$ cat src/rtl/luma_lim_pkg.sv
package luma_lim_pkg;
  localparam int unsigned FRAC_W    = 2;  // extra LSBs below integer scale
  localparam int unsigned CTR_SHIFT = 5;  // contrast is in 1/32 steps
endpackage

$ cat src/rtl/luma_front.sv
module luma_front
  import luma_lim_pkg::*;
#(
  parameter int unsigned Y_W   = 8,
  parameter int unsigned CTR_W = 6,
  parameter int unsigned BRT_W = 8,
  parameter int unsigned XQ_W  = 12
) (
  input  logic             clk_i,
  input  logic             rst_ni,
  input  logic [Y_W-1:0]   luma_i,
  input  logic [Y_W-1:0]   black_i,
  input  logic [CTR_W-1:0] contrast_i,
  input  logic [BRT_W-1:0] bright_i,
  output logic [XQ_W-1:0]  xq_o
);
  localparam int unsigned DW = Y_W + 1;
  localparam int unsigned PW = DW + CTR_W + 1;
  localparam int unsigned SW = PW + 2;
  localparam logic signed [SW-1:0] XQ_MAX = SW'((1 << XQ_W) - 1);

  logic signed [DW-1:0] diff;
  logic signed [PW-1:0] prod;
  logic signed [SW-1:0] sum;
  logic [XQ_W-1:0]      xq_n;

  always_comb begin
    diff = $signed({1'b0, luma_i}) - $signed({1'b0, black_i});
    prod = PW'(diff) * $signed({1'b0, contrast_i});
    sum  = SW'(prod >>> (CTR_SHIFT - FRAC_W))
         + (SW'($signed(bright_i)) <<< FRAC_W);
    if (sum < 0)            xq_n = '0;
    else if (sum > XQ_MAX)  xq_n = XQ_MAX[XQ_W-1:0];
    else                    xq_n = sum[XQ_W-1:0];
  end

  always_ff @(posedge clk_i or negedge rst_ni)
    if (!rst_ni) xq_o <= '0;
    else         xq_o <= xq_n;
endmodule

$ cat src/rtl/luma_knee.sv
module luma_knee
  import luma_lim_pkg::*;
#(
  parameter int unsigned XQ_W   = 12,
  parameter int unsigned TILT_W = 9,
  parameter int unsigned SLP_W  = 4
) (
  input  logic              clk_i,
  input  logic              rst_ni,
  input  logic [XQ_W-1:0]   xq_i,
  input  logic [TILT_W-1:0] tilt_i,
  input  logic [SLP_W-1:0]  slope_i,
  output logic [XQ_W-1:0]   red_o
);
  localparam int unsigned PW = XQ_W + SLP_W;

  logic [XQ_W-1:0] tq, excess;
  logic [PW-1:0]   prod;

  always_comb begin
    tq     = XQ_W'({tilt_i, {FRAC_W{1'b0}}});
    excess = (xq_i > tq) ? xq_i - tq : '0;
    prod   = PW'(slope_i) * PW'(excess);
  end

  always_ff @(posedge clk_i or negedge rst_ni)
    if (!rst_ni) red_o <= '0;
    else         red_o <= XQ_W'(prod >> SLP_W);
endmodule

$ cat src/rtl/luma_clip.sv
module luma_clip
  import luma_lim_pkg::*;
#(
  parameter int unsigned XQ_W   = 12,
  parameter int unsigned X_W    = 10,
  parameter int unsigned HARD_W = 8,
  parameter int unsigned OUT_W  = HARD_W + 1
) (
  input  logic              clk_i,
  input  logic              rst_ni,
  input  logic [XQ_W-1:0]   xq_i,
  input  logic [XQ_W-1:0]   red_a_i,
  input  logic [XQ_W-1:0]   red_b_i,
  input  logic [HARD_W-1:0] hard_i,
  output logic [OUT_W-1:0]  luma_o
);
  localparam int unsigned DW = XQ_W + 2;

  logic signed [DW-1:0] diff;
  logic [DW-1:0]        pos;
  logic [X_W-1:0]       whole;
  logic [OUT_W-1:0]     ceil_v, out_n;

  always_comb begin
    diff   = $signed(DW'(xq_i)) - $signed(DW'(red_a_i)) - $signed(DW'(red_b_i));
    pos    = (diff < 0) ? '0 : diff;
    whole  = X_W'(pos >> FRAC_W);
    ceil_v = {1'b1, hard_i};
    out_n  = (whole > X_W'(ceil_v)) ? ceil_v : OUT_W'(whole);
  end

  always_ff @(posedge clk_i or negedge rst_ni)
    if (!rst_ni) luma_o <= '0;
    else         luma_o <= out_n;
endmodule

$ cat src/rtl/luma_limiter.sv
module luma_limiter
  import luma_lim_pkg::*;
#(
  parameter int unsigned Y_W    = 8,
  parameter int unsigned CTR_W  = 6,
  parameter int unsigned BRT_W  = 8,
  parameter int unsigned TILT_W = 9,
  parameter int unsigned SLP_W  = 4,
  parameter int unsigned HARD_W = 8,
  parameter int unsigned X_W    = 10,
  localparam int unsigned XQ_W  = X_W + FRAC_W,
  localparam int unsigned OUT_W = HARD_W + 1,
  localparam int unsigned N_KNEE = 2
) (
  input  logic              clk_i,
  input  logic              rst_ni,
  input  logic              valid_i,
  input  logic [Y_W-1:0]    luma_i,
  input  logic [Y_W-1:0]    black_i,
  input  logic [CTR_W-1:0]  contrast_i,
  input  logic [BRT_W-1:0]  bright_i,
  input  logic [TILT_W-1:0] tilt1_i,
  input  logic [TILT_W-1:0] tilt2_i,
  input  logic [SLP_W-1:0]  slope1_i,
  input  logic [SLP_W-1:0]  slope2_i,
  input  logic [HARD_W-1:0] hard_lim_i,
  output logic              valid_o,
  output logic [OUT_W-1:0]  luma_o
);
  // shadow controls, refreshed only between valid samples
  logic [Y_W-1:0]    black_q;
  logic [CTR_W-1:0]  contrast_q;
  logic [BRT_W-1:0]  bright_q;
  logic [TILT_W-1:0] tilt_q  [N_KNEE];
  logic [SLP_W-1:0]  slope_q [N_KNEE];
  logic [HARD_W-1:0] hard_q;

  logic [TILT_W-1:0] tilt_in  [N_KNEE];
  logic [SLP_W-1:0]  slope_in [N_KNEE];
  assign tilt_in[0]  = tilt1_i;
  assign tilt_in[1]  = tilt2_i;
  assign slope_in[0] = slope1_i;
  assign slope_in[1] = slope2_i;

  always_ff @(posedge clk_i or negedge rst_ni)
    if (!rst_ni) begin
      black_q    <= '0;
      contrast_q <= '0;
      bright_q   <= '0;
      hard_q     <= '0;
    end else if (!valid_i) begin
      black_q    <= black_i;
      contrast_q <= contrast_i;
      bright_q   <= bright_i;
      hard_q     <= hard_lim_i;
    end

  // stage 1: offset sum; controls travel with the sample
  logic              v_s1, v_s2;
  logic [XQ_W-1:0]   xq_s1, xq_s2;
  logic [TILT_W-1:0] tilt_s1  [N_KNEE];
  logic [SLP_W-1:0]  slope_s1 [N_KNEE];
  logic [HARD_W-1:0] hard_s1, hard_s2;
  logic [XQ_W-1:0]   red_s2   [N_KNEE];

  luma_front #(.Y_W(Y_W), .CTR_W(CTR_W), .BRT_W(BRT_W), .XQ_W(XQ_W)) i_front (
    .clk_i, .rst_ni,
    .luma_i, .black_i(black_q), .contrast_i(contrast_q), .bright_i(bright_q),
    .xq_o(xq_s1)
  );

  for (genvar k = 0; k < N_KNEE; k++) begin : g_knee
    always_ff @(posedge clk_i or negedge rst_ni)
      if (!rst_ni) begin
        tilt_q[k]   <= '0;
        slope_q[k]  <= '0;
        tilt_s1[k]  <= '0;
        slope_s1[k] <= '0;
      end else begin
        if (!valid_i) begin
          tilt_q[k]  <= tilt_in[k];
          slope_q[k] <= slope_in[k];
        end
        tilt_s1[k]  <= tilt_q[k];
        slope_s1[k] <= slope_q[k];
      end

    // stage 2: knee reduction, both knees see the same limiter input
    luma_knee #(.XQ_W(XQ_W), .TILT_W(TILT_W), .SLP_W(SLP_W)) i_knee (
      .clk_i, .rst_ni,
      .xq_i(xq_s1), .tilt_i(tilt_s1[k]), .slope_i(slope_s1[k]),
      .red_o(red_s2[k])
    );
  end

  always_ff @(posedge clk_i or negedge rst_ni)
    if (!rst_ni) begin
      v_s1    <= 1'b0;
      v_s2    <= 1'b0;
      valid_o <= 1'b0;
      hard_s1 <= '0;
      hard_s2 <= '0;
      xq_s2   <= '0;
    end else begin
      v_s1    <= valid_i;
      v_s2    <= v_s1;
      valid_o <= v_s2;
      hard_s1 <= hard_q;
      hard_s2 <= hard_s1;
      xq_s2   <= xq_s1;
    end

  // stage 3: subtract, clamp, hard ceiling
  luma_clip #(.XQ_W(XQ_W), .X_W(X_W), .HARD_W(HARD_W), .OUT_W(OUT_W)) i_clip (
    .clk_i, .rst_ni,
    .xq_i(xq_s2), .red_a_i(red_s2[0]), .red_b_i(red_s2[1]), .hard_i(hard_s2),
    .luma_o
  );
endmodule

$ cat config.mk
export PLATFORM = sky130hd
export DESIGN_NAME = luma_limiter
export DESIGN_NICKNAME = d
export VERILOG_FILES = /design/src/rtl/luma_lim_pkg.sv /design/src/rtl/luma_front.sv /design/src/rtl/luma_knee.sv /design/src/rtl/luma_clip.sv /design/src/rtl/luma_limiter.sv
export SDC_FILE = /design/constraint.sdc
export NUM_CORES = 1
export LEC_CHECK = 0
export ABC_CLOCK_PERIOD_IN_PS = 7570
export BUFFER_PORTS_ARGS = -buffer_cell sky130_fd_sc_hd__buf_4
export CAP_MARGIN = 20
export CORE_UTILIZATION = 64
export CTS_BUF_LIST = sky130_fd_sc_hd__clkbuf_4 sky130_fd_sc_hd__clkbuf_8
export DETAILED_ROUTE_END_ITERATION = 16
export GPL_TIMING_DRIVEN = 0
export PLACE_DENSITY = 0.89
export SETUP_SLACK_MARGIN = 0.3
export SYNTH_ARGS = -nofsm -noshare
export SYNTH_HDL_FRONTEND = slang
export SYNTH_SLANG_ARGS = --single-unit
export TNS_END_PERCENT = 100
$ cat constraint.sdc
create_clock -name clk_i -period 7.57 [get_ports clk_i]
set_input_delay 0.3785 -clock clk_i [delete_from_list [all_inputs] [get_ports clk_i]]
set_output_delay 0.3785 -clock clk_i [all_outputs]
set_load 0.02 [all_outputs]
==> results.yml <==
placed_design:
  gp_congestion: 0.901
  pre_cts_ws_ps: -186
  dp_hpwl_mm: 20.4
  portBuffers: 76
  place_inst: 1535
floorplanning:
  die_y_um: 140
  die_width_um: 140
  die_area_um2: 19700
  row_count: 50
  ios: 77
  coreArea_um2: 18700
  start_util_pct: 65.5
sta:
  fin_skew_ps: 18.6
  hold_violations: 0
  timing.final.crit_share_pct: 101
  relSlewSlack_pct: 41.8
  setup_viol: 12
  finalCriticalPeriod_ps: 7640
  rsz0062_at_grt: "yes"
  tightest_slew_ps: 873
  max_freq_mhz: 131
  maxSlewViolCount: 0
  fin_ws_ps: -69.0
synth:
  synthArstFlopShare_pct: 100
  muxShareOfSynthArea_pct: 6.14
  synth-compound-area-share_pct: 9.02
  synth_simple_gate_area_share_pct: 14.1
  synth_edf_count: 0
  synthFlopType: "dfrtp_1"
  synth_area_um2: 12200
  yosys.cell_types.count: 55
  synth_adder_area_share_pct: 27.2
  synth_top_family_by_area: "adder cells"
  synth-seq-cells: 158
  synthXorXnorAreaFrac_pct: 5.01
  yosysWarnings: 0
  ys_seq_area_share_pct: 32.3
  synth_nets: 1508
  synthCells: 1224
  syn_avg_cell_area_um2: 10.0
routing:
  drt-initial-drc-count: 521
  wirelength_mm: 28.3
  drt_pre_antenna_iters: 4
  drtAntennaViolNets: 0
  wl_per_cell_um: 17.8
  post_drt_via_cell_ratio: 5.88
  detail_route.drc_violations: 0
  num_vias: 9319
grt:
  antenna_found_initial: 0
  grt_pass1_vias: 9711
  grt_pass1_wl_mm: 44.7
  grt_overflow: 0
  grt_max_degree: 101
  grt.total_usage_pct: 28.9
setup_path:
  crit_type: "reg2reg"
  path_max_fanout: 5
  cp-start-kind: "flop"
  rr_worst_depth: 33
  cpMaxStageDelayCell: "fa_1"
  critPathRequiredTime_ps: 7940
  crit_path_end_kind: "flop"
  critPathMaxStageDelay_ps: 520
  arrival_ps: 8010
  crit_top_cell: "fa_1"
final_layout:
  final_nets: 1623
  final_cell_mix: "inv_1 (182), dfrtp_1 (158), ha_1 (129)"
  syn_to_final_growth_pct: 14.4
  instances_no_fill: 1586
  drive_gt1_share_pct: 18.0
  utilization_pct: 74.9
  antenna_cells: 0
  n_fill_cell: 1135
  mostFrequentLayoutCell: "inv_1"
clock_network:
  cts_sinks: 158
  cts.path.max_buffers: 2
  htree_num_levels: 4
  tritoncts: "yes"
  path_clk_slew_ps: 110
  clk-insertion-delay-late_ps: 490
  clockRootBuffer: "clkbuf_8"
  cts_buffers: 17
worst_hold_path:
  hold_class: "in2reg"
  min_path_cells: 2
outcome:
  status: "finished with violations"
  violations: "setup timing"
job:
  cap_violations: 0
cell usage after synthesis (17+ instances only):
library cell / n / area (µm²)
fa_1: 82 / 1640
nand2_1: 88 / 330
dfrtp_1: 158 / 3950
o21ai_0: 27 / 135
nor3_1: 23 / 115
and3_1: 17 / 106
nor2_1: 67 / 251
a21oi_1: 54 / 270
ha_1: 135 / 1690
mux2_2: 57 / 642
xor2_1: 22 / 193
nor2b_1: 35 / 219
inv_1: 185 / 694
xnor2_1: 48 / 420
and2_1: 54 / 338
final timing paths:
check	slack, ps	startpoint	endpoint
min in group asynchronous	400	rst_ni	i_clip.luma_o[5]
setup reg to reg	-70	black_q[1]	i_front.xq_o[9]
hold / removal	110	black_i[6]	black_q[6]
hold reg to reg	360	hard_s1[1]	hard_s2[1]
setup / recovery	-70	black_q[1]	i_front.xq_o[9]
max in group asynchronous	6280	rst_ni	slope_s1[6]
metal layers:
metal  vias up  track usage (%)  part of all wire (%)
met5         -                0                     0
met4         0             16.4                   5.3
met3       112             5.30                   4.4
met2       295             53.6                    54
met1      4655             30.9                    36
li1       4257                -                     -
per-stage QoR:
step / area, µm² / TNS, ps / hold WS (ps)
final: 14000 / -463 / 115
after global routing: 14000 / -4320 / 91.6
after CTS: 13700 / 0 / 95.0
after detailed placement: 13100 / -1760 / 336
after global placement: 13100 / -260 / 333
after floorplan: 12200 / 0 / 82.9
repair_timing:
| item | CTS | global route |
|---|---|---|
| cloned | 0 | 1 |
| pin swaps | 2 | 37 |
| endpoints found under the setup margin | 12 | 12 |
| resized for setup | 12 | 51 |
| setup buffers | 2 | 14 |
| hold buffers | 2 | 0 |
| hold endpoints to repair | 59 | 0 |
registers in the layout (all words and copies together), names as in the netlist:
register / cells
hard_s2: 8
xq_s2: 12
i_clip.luma_o: 9
i_front.xq_o: 12
valid_o: 1
bright_q: 8
tilt_s1: 18
hard_s1: 8
slope_s1: 8
v_s2: 1
g_knee.i_knee.red_o: 24
hard_q: 8
contrast_q: 6
black_q: 8
slope_q: 8
v_s1: 1
tilt_q: 18
logic make-up (layout without fill, tap and decap cells):
group	count (synthesis)	after routing
simple gates	342	342
fa+ha+maj	217	217
buf+inv	204	332
compound gates	165	165
flops	158	158
xor+xnor	70	70
mux	68	68
layout make-up:
class	instances	area (µm²)	area share [%]
multi-input combinational	862	7810	55.7
sequential	158	3950	28.2
timing repair buffer	96	753	5.37
inverter	185	694	4.95
tap	234	293	2.09
clock buffer	17	234	1.67
clock inverter	15	196	1.40
buffer	19	83.8	0.598
worst max-delay path: cells and delay by family (launching register included):
family | cells | cell delay, ps
flip-flops | 1 | 410
buffers and inverters | 5 | 500
adder cells (fa/ha/maj) | 7 | 2740
AO/OA/AOI/OAI | 11 | 2420
XOR/XNOR | 2 | 390
AND/OR/NAND/NOR | 8 | 1040
Power is not shown: default switching activity piles up to over one toggle a cycle in this logic, so the estimate is an artifact.
